$ cat src/rtl/tmr16_pkg.sv
package tmr16_pkg;
  localparam int PS_CODE_W = 2;
  localparam int PS_CNT_W  = 3;

  // True when the next event raises the selected prescaler output bit.
  function automatic logic ps_rise(input logic [PS_CNT_W-1:0]  cnt,
                                   input logic [PS_CODE_W-1:0] code);
    logic [PS_CNT_W-1:0] mask;
    logic [PS_CNT_W-1:0] want;
    if (code == '0) return 1'b1;
    mask = (PS_CNT_W'(1) << code) - PS_CNT_W'(1);
    want = (PS_CNT_W'(1) << (code - PS_CODE_W'(1))) - PS_CNT_W'(1);
    return (cnt & mask) == want;
  endfunction

  // Level of the prescaler output: the raw sampled pin at divide-by-1.
  function automatic logic ps_level(input logic [PS_CNT_W-1:0]  cnt,
                                    input logic [PS_CODE_W-1:0] code,
                                    input logic                 raw);
    int idx;
    if (code == '0) return raw;
    idx = int'(code) - 1;
    return cnt[idx];
  endfunction
endpackage

$ cat src/rtl/tmr16_tick_gen.sv
module tmr16_tick_gen #(
  parameter int DIV = 4
) (
  input  logic clk,
  input  logic rst_n,
  input  logic run,
  output logic tick
);
  localparam int W = (DIV > 1) ? $clog2(DIV) : 1;
  localparam logic [W-1:0] LAST = W'(DIV - 1);

  logic [W-1:0] phase_q;

  always_ff @(posedge clk or negedge rst_n) begin
    if (!rst_n)              phase_q <= '0;
    else if (run) begin
      if (phase_q == LAST)   phase_q <= '0;
      else                   phase_q <= phase_q + W'(1);
    end
  end

  assign tick = run && (phase_q == LAST);

  p_tick_gap_r2: assert property (@(posedge clk) disable iff (!rst_n)
    tick |=> !tick);
endmodule

$ cat src/rtl/tmr16_prescaler.sv
module tmr16_prescaler
  import tmr16_pkg::*;
(
  input  logic                 clk,
  input  logic                 rst_n,
  input  logic                 evt,
  input  logic                 clr,
  input  logic [PS_CODE_W-1:0] code,
  input  logic                 raw_lvl,
  output logic                 rise_pulse,
  output logic                 level
);
  logic [PS_CNT_W-1:0] cnt_q;

  always_ff @(posedge clk or negedge rst_n) begin
    if (!rst_n)    cnt_q <= '0;
    else if (clr)  cnt_q <= '0;
    else if (evt)  cnt_q <= cnt_q + PS_CNT_W'(1);
  end

  assign rise_pulse = evt && !clr && ps_rise(cnt_q, code);
  assign level      = ps_level(cnt_q, code, raw_lvl);

  p_div1_pass_r4: assert property (@(posedge clk) disable iff (!rst_n)
    (code == '0 && evt && !clr) |-> rise_pulse);
endmodule

$ cat src/rtl/tmr16_sync_edge.sv
module tmr16_sync_edge #(
  parameter int STAGES = 2
) (
  input  logic clk,
  input  logic rst_n,
  input  logic hold,
  input  logic d,
  output logic rise
);
  logic [STAGES-1:0] stg_q;
  logic              hist_q;

  generate
    if (STAGES == 1) begin : g_one
      always_ff @(posedge clk or negedge rst_n) begin
        if (!rst_n)     stg_q <= '0;
        else if (!hold) stg_q <= d;
      end
    end else begin : g_chain
      always_ff @(posedge clk or negedge rst_n) begin
        if (!rst_n)     stg_q <= '0;
        else if (!hold) stg_q <= {stg_q[STAGES-2:0], d};
      end
    end
  endgenerate

  always_ff @(posedge clk or negedge rst_n) begin
    if (!rst_n)     hist_q <= 1'b0;
    else if (!hold) hist_q <= stg_q[STAGES-1];
  end

  assign rise = !hold && stg_q[STAGES-1] && !hist_q;

  p_no_rise_asleep_r6: assert property (@(posedge clk) disable iff (!rst_n)
    hold |-> !rise);
endmodule

$ cat src/rtl/tmr16_top.sv
module tmr16_top
  import tmr16_pkg::*;
#(
  parameter int BYTE_W      = 8,
  parameter int TICK_DIV    = 4,
  parameter int SYNC_STAGES = 2
) (
  input  logic                 clk,
  input  logic                 rst_n,
  input  logic                 run_en,
  input  logic                 src_ext,
  input  logic                 pin_sel,
  input  logic                 no_sync,
  input  logic [PS_CODE_W-1:0] ps_code,
  input  logic                 sleep,
  input  logic                 ext_pin_a,
  input  logic                 ext_pin_b,
  input  logic                 wr_lo,
  input  logic                 wr_hi,
  input  logic [BYTE_W-1:0]    wdata,
  input  logic                 clr_ovf,
  output logic [BYTE_W-1:0]    count_lo,
  output logic [BYTE_W-1:0]    count_hi,
  output logic                 ovf_flag
);
  localparam int CNT_W = 2 * BYTE_W;

  logic                 pin_s_q, pin_h_q, ext_edge;
  logic                 int_tick, ps_evt, ps_clr, ps_pulse, ps_lvl;
  logic                 sync_rise, use_sync, inc_evt, wr_any, wrap_evt;
  logic [PS_CODE_W-1:0] code_q;
  logic [CNT_W-1:0]     cnt_q, cnt_d;
  logic                 ovf_q;

  // Sample the chosen pin and find its rising edges.
  always_ff @(posedge clk or negedge rst_n) begin
    if (!rst_n) begin
      pin_s_q <= 1'b0;
      pin_h_q <= 1'b0;
      code_q  <= '0;
    end else begin
      pin_s_q <= pin_sel ? ext_pin_b : ext_pin_a;
      pin_h_q <= pin_s_q;
      code_q  <= ps_code;
    end
  end
  assign ext_edge = pin_s_q && !pin_h_q;

  tmr16_tick_gen #(.DIV(TICK_DIV)) u_tick (
    .clk(clk), .rst_n(rst_n), .run(!sleep), .tick(int_tick)
  );

  assign wr_any = wr_lo || wr_hi;
  assign ps_evt = src_ext ? ext_edge : int_tick;
  assign ps_clr = wr_any || (ps_code != code_q);

  tmr16_prescaler u_ps (
    .clk(clk), .rst_n(rst_n), .evt(ps_evt), .clr(ps_clr), .code(ps_code),
    .raw_lvl(pin_s_q), .rise_pulse(ps_pulse), .level(ps_lvl)
  );

  tmr16_sync_edge #(.STAGES(SYNC_STAGES)) u_sync (
    .clk(clk), .rst_n(rst_n), .hold(sleep), .d(ps_lvl), .rise(sync_rise)
  );

  assign use_sync = src_ext && !no_sync;
  assign inc_evt  = run_en && (use_sync ? sync_rise : ps_pulse);
  assign wrap_evt = inc_evt && !wr_any && (&cnt_q);

  always_comb begin
    cnt_d = cnt_q;
    if (wr_any) begin
      if (wr_lo) cnt_d[BYTE_W-1:0]     = wdata;
      if (wr_hi) cnt_d[CNT_W-1:BYTE_W] = wdata;
    end else if (inc_evt) begin
      cnt_d = cnt_q + CNT_W'(1);
    end
  end

  always_ff @(posedge clk or negedge rst_n) begin
    if (!rst_n) begin
      cnt_q <= '0;
      ovf_q <= 1'b0;
    end else begin
      cnt_q <= cnt_d;
      if (wrap_evt)     ovf_q <= 1'b1;
      else if (clr_ovf) ovf_q <= 1'b0;
    end
  end

  assign count_lo = cnt_q[BYTE_W-1:0];
  assign count_hi = cnt_q[CNT_W-1:BYTE_W];
  assign ovf_flag = ovf_q;

  p_step_one_r2: assert property (@(posedge clk) disable iff (!rst_n)
    (inc_evt && !wr_any) |=> cnt_q == $past(cnt_q) + CNT_W'(1));
  p_off_hold_r9: assert property (@(posedge clk) disable iff (!rst_n)
    (!run_en && !wr_any) |=> $stable(cnt_q));
  p_sync_sleep_hold_r6: assert property (@(posedge clk) disable iff (!rst_n)
    (sleep && src_ext && !no_sync && !wr_any) |=> $stable(cnt_q));
  p_timer_sleep_hold_r8: assert property (@(posedge clk) disable iff (!rst_n)
    (sleep && !src_ext && !wr_any) |=> $stable(cnt_q));
  p_ovf_set_r11: assert property (@(posedge clk) disable iff (!rst_n)
    wrap_evt |=> ovf_flag);
  p_ovf_sticky_r11: assert property (@(posedge clk) disable iff (!rst_n)
    (ovf_flag && !clr_ovf) |=> ovf_flag);
endmodule

$ cat config.mk
export PLATFORM = sky130hd
export DESIGN_NAME = tmr16_top
export DESIGN_NICKNAME = d
export VERILOG_FILES = /design/src/rtl/tmr16_pkg.sv /design/src/rtl/tmr16_tick_gen.sv /design/src/rtl/tmr16_prescaler.sv /design/src/rtl/tmr16_sync_edge.sv /design/src/rtl/tmr16_top.sv
export SDC_FILE = /design/constraint.sdc
export NUM_CORES = 1
export LEC_CHECK = 0
export CORE_MARGIN = 1.5
export CORE_UTILIZATION = 40
export DETAILED_ROUTE_END_ITERATION = 12
export HOLD_SLACK_MARGIN = 0.15
export MAX_ROUTING_LAYER = met4
export PLACE_DENSITY = 0.62
export SETUP_SLACK_MARGIN = 0.1
export SYNTH_ARGS = -nofsm -noshare
export SYNTH_HDL_FRONTEND = slang
export SYNTH_HIERARCHICAL = 1
export SYNTH_SLANG_ARGS = --single-unit
$ cat constraint.sdc
create_clock -name clk -period 3 [get_ports clk]
set_input_delay 0.6 -clock clk [delete_from_list [all_inputs] [get_ports clk]]
set_output_delay 0.6 -clock clk [all_outputs]
set_load 0.01 [all_outputs]
## After elaboration in Yosys (flattened, before gate mapping)

Index checks and enable logic that the tools add are counted.

- Memory bits (writable): 0
- Output and inout port bits: 17
- Memories: 0
- Latch bits: 0
- Memory bits (read-only): 0
- Input bits: 22
- Flip-flop bits (word level): 29

- Div/mod/pow operators: 0
- Equality and inequality tests: 5
- Mux-type cells: 20
- Multiply operators: 0
- Magnitude comparators: 1
- $add $sub $neg: 7
- Reductions and logical operators: 25
- Shifts and indexed selects: 2
- Bitwise operators: 1

Operators with widths:

| operator | number |
|---|---|
| 32-bit by 4-bit less-than comparator with 1-bit output (second input constant) | 1 |
| 16-bit two-way mux | 2 |
| 16-bit by 1-bit adder with 16-bit output (second input constant) | 1 |
| 8-bit two-way mux | 2 |
| 16-bit AND reduction | 1 |
| 1-bit two-way mux | 12 |
| 1-bit logical AND | 10 |
| 1-bit logical NOT | 6 |
| 3-bit two-way mux | 2 |
| 2-bit nonzero test | 3 |
| 1-bit by 2-bit left shift with 3-bit output (first input constant) | 2 |
| 3-bit by 2-bit subtractor with 3-bit output (second input constant) | 2 |
| 2-bit != test (second input constant) | 2 |
| 2-bit AND reduction | 2 |
| 3-bit by 1-bit adder with 3-bit output (second input constant) | 1 |
| 3-bit bitwise AND | 1 |
| 3-bit equality test | 1 |
| 2-bit by 1-bit subtractor with 3-bit output (second input constant) | 1 |
| 2-bit by 1-bit adder with 2-bit output (second input constant) | 1 |
| 1-bit binary-select mux with 2-bit select | 1 |
| 2-bit equality test (second input constant) | 1 |
| 2-bit logical NOT | 1 |
| 1-bit logical OR | 2 |
| 2-bit two-way mux | 1 |
| 2 further kinds | 2 |

## Longest topological paths before layout

- Word-level depth: 11
- Gate-level depth with buffers: 11
- Mapped depth without buffers: 9

## Modules after synthesis

Netlist, hierarchy kept.

Modules (own cells, without submodules):

| module | area an instance (µm²) | cells each | times used |
|---|---|---|---|
| tmr16_top | 1,296.2 | 143 | 1 |
| tmr16_prescaler | 277.8 | 30 | 1 |
| tmr16_sync_edge | 116.4 | 7 | 1 |
| tmr16_tick_gen | 101.3 | 7 | 1 |

## Worst setup path after synthesis

No wires, ideal clock.

- Kind: input-to-reg
- From: input ps_code[0]
- To: register, netlist name cnt_q[2]
- Slack: 500 ps
- Setup time: 69 ps
- Arrival: 2,431 ps
- Required time: 2,931 ps
- Path buffers: 1
- Stages on the path: 9
- Cell sequence: inv_1 -> ha_1 -> xnor2_1 -> nor3b_1 -> o221a_2 -> a31oi_1 -> buf_6 -> or4_2 -> nand3_1

RTL lines:

| item | RTL line | RTL |
|---|---|---|
| start, declared | tmr16_top.sv:14 | `input logic [PS_CODE_W-1:0] ps_code,` |

==> summary.txt <==
STA
  • Tmin final: 2710 ps
  • Achievable Freq: 369 MHz
  • Tightest Pin Transition: 415 ps
  • Final Hold Vio Count: 0
  • RSZ-0062 raised after global routing: false
  • Setup TNS: 0 ps
  • Clock Skew: 10.9 ps
  • Hold Slack: 404 ps
  • # setup viols final: 0
  • Final Cycle Share: 0.903
  • Max-slew headroom: 0.723
  • Slew Viols, Final: 0

Global routing
  • Total track usage: 0.188
  • Initial antenna violation count: 0
  • First-pass GRT wire length: 7210 um
  • Largest net degree at the start of global routing: 30
  • Vias in the first global route: 1,507
  • Grt ovf: 0

Setup path
  • CP startpoint kind: input pin
  • Worst path required time: 3210 ps
  • Arrival time of the worst setup path: 2920 ps
  • Reg2reg start: u_tick/phase_q[0]
  • Crit. Startpoint: ps_code[0]
  • Endpoint class of the critical path: register
  • Kind of critical path: input pin to register
  • Max FO, Critical Path: 12

Floorplanning
  • Die Y: 69.9 um
  • Starting Density: 0.414
  • # rows: 24
  • IO Count: 39
  • Die area: 4890 um2
  • Chip Width: 69.9 um
  • Core ar.: 4320 um2

CTS
  • Clk_lat worst skew: 280 ps
  • Hold_buf cts: 0
  • TritonCTS Buffers: 5
  • Worst-path clk slew: 60 ps
  • CTS Sinks: 29
  • TritonCTS clock tree: built
  • Postcts setup bufs: 0
  • Clock root cell: clkbuf_8
  • Clock buffer depth: 2
  • # H-tree levels: 2

Finish
  • Commonest non-fill, non-tap cell in the layout: clkdlybuf4s50_1
  • Fraction of layout cells with a size suffix above 1: 0.155
  • Area growth, synth to finish: 33.0%
  • Commonest non-fill, non-tap cells in the layout: 38 x clkdlybuf4s50_1, 29 x dfrtp_1, 17 x nor2_1, 15 x nand2_1, 15 x buf_4
  • N_diodes: 0
  • Final net count: 268

Route
  • Antenna-violating nets left: 0
  • Avg WL per Cell: 14.7 um
  • Final WL: 4290 um
  • DRT Pass-1 Iters: 4
  • Vias: 1,667
  • Iteration-0 DRC Markers: 160
  • Drt drc: 0
  • Vias per cell: 5.73

Logic synthesis
  • Post-synthesis register bit count: 29
  • Synth Flop Type: dfrtp_1
  • Distinct cells, synth: 52
  • Post-synthesis sequential area ratio: 0.405
  • Largest family of logic cells by synthesized area: simple AND/OR/NAND/NOR gates
  • Yosys Warn Count: 6
  • Mapped Area: 1790 um2
  • Async SR Flop Fraction: 1.00
  • Area contributors post-synth: dfrtp_1 41%, ha_1 4.9%, nor2_1 3.6%
  • Post-Syn Instances: 187
  • Mux contribution to synthesized area: 0.0510
  • Synth top area share: 0.405
  • Post-synth EDFFs: 0
  • Synth Area in Compound Gates: 0.177
  • Post-synthesis area per instance: 9.58 um2
  • Post-Synth Adder-Cell Area: 0.0489
  • Simple-gate portion of the synthesized area: 0.234
  • Post-synth top area cell: dfrtp_1
  • Syn nets: 216
  • Post-Synth XOR/XNOR Area: 0.0293

Placed design
  • DP HPWL: 3190 um
  • GPL Wtd Cong: 0.881
  • I/O Buffers: 38

Run
  • Max-cap violations: 0

Pwr
  • Leak Pwr: 0.965 nW
  • Max rail drop VDD: 301 uV
  • Power Dens Cells: 438 nW/um2

Hold path
  • Class of the worst hold path: register to register
  • HP Start: pin_s_q

Status
  • Status: finished, final reports clean
## cell families (layout without fill, tap and decap cells)
logic type / count (synthesis) / in the layout
compound gates: 40 / 40
xor+xnor: 6 / 6
fa+ha+maj: 7 / 7
buf+inv: 19 / 71
flops: 29 / 29
mux: 8 / 8
simple gates: 78 / 78
## layout make-up
type,instances,area (um2)
Tap cell,52,65.1
Sequential cell,29,726
Multi-Input combinational cell,139,972
Fill cell,414,1940
Clock buffer,7,86.3
Timing Repair Buffer,53,493
Inverter,11,41.3
## synthesized netlist by cell type (3+ instances only)
master    count
a21oi_1       3
a31oi_1       9
buf_6         3
clkbuf_1      3
dfrtp_1      29
ha_1          7
inv_1        11
mux2_2        5
nand2_1      15
nand2b_1      4
nand3_1      10
nand4_1       5
nor2_1       17
nor4_1        6
o31ai_1       4
o32ai_1       3
or4_1         3
xnor2_1       4
## repair_timing
item                                   CTS  global route
endpoints found under the hold margin    0             0
gates resized for setup                  0             2
setup endpoints to repair                0             2
## flip-flops by register name, summed over array words and instances (netlist names)
register / flops
u_ps/cnt_q: 3
pin_h_q: 1
u_sync/hist_q: 1
code_q: 2
pin_s_q: 1
u_sync/stg_q: 2
cnt_q: 16
u_tick/phase_q: 2
ovf_flag: 1
## critical path, cell delays in order
cell and delay, ps:
clkdlybuf4s50_1 470, inv_1 60, ha_1 320, xnor2_1 150, nor3b_2 160, o221a_2 220
a31oi_1 70, buf_4 180, or4_2 600, nand3_1 100
## path summary, 6_finish.rpt
check / depth (start not counted) / slack (ps) / endpoint
min in group asynchronous: 2 / 700 / ovf_flag
hold / removal: 0 / 400 / pin_h_q
hold reg to reg: 0 / 400 / pin_h_q
setup / recovery: 10 / 290 / cnt_q[2]
max in group asynchronous: 2 / 1990 / cnt_q[12]
setup reg to reg: 10 / 740 / cnt_q[2]
## where the power goes
part | total [W] | internal (W) | switching (W)
clock network | 0.000325 | 0.000182 | 0.000144
logic | 0.000248 | 0.000141 | 0.000106
registers | 0.000471 | 0.000431 | 0.0000405
total | 0.00104 | 0.000754 | 0.000291
## layer usage
layer  GRT usage  vias to the layer above  wire length (um)  part of all wire
li1            -                      809                 -                 -
met5           -                        -                 0                 0
met2       0.293                       49              1980              0.46
met1       0.249                      800              2010              0.47
met4      0.0620                        0                69             0.016
met3      0.0375                        9               220             0.051
## through the flow
step	worst slack, ps	instance area, um2	instances	total power, W	utilization
global route	151	2380	291	0.00110	0.551
CTS	231	2380	291	0.00106	0.550
global placement	13.6	2290	284	0.000717	0.530
floorplan	500	1790	187	0.000599	-
detailed placement	-44.2	2290	284	0.000725	0.530
finish	291	2380	291	0.00104	0.551
(Power assumes the default switching activity.)
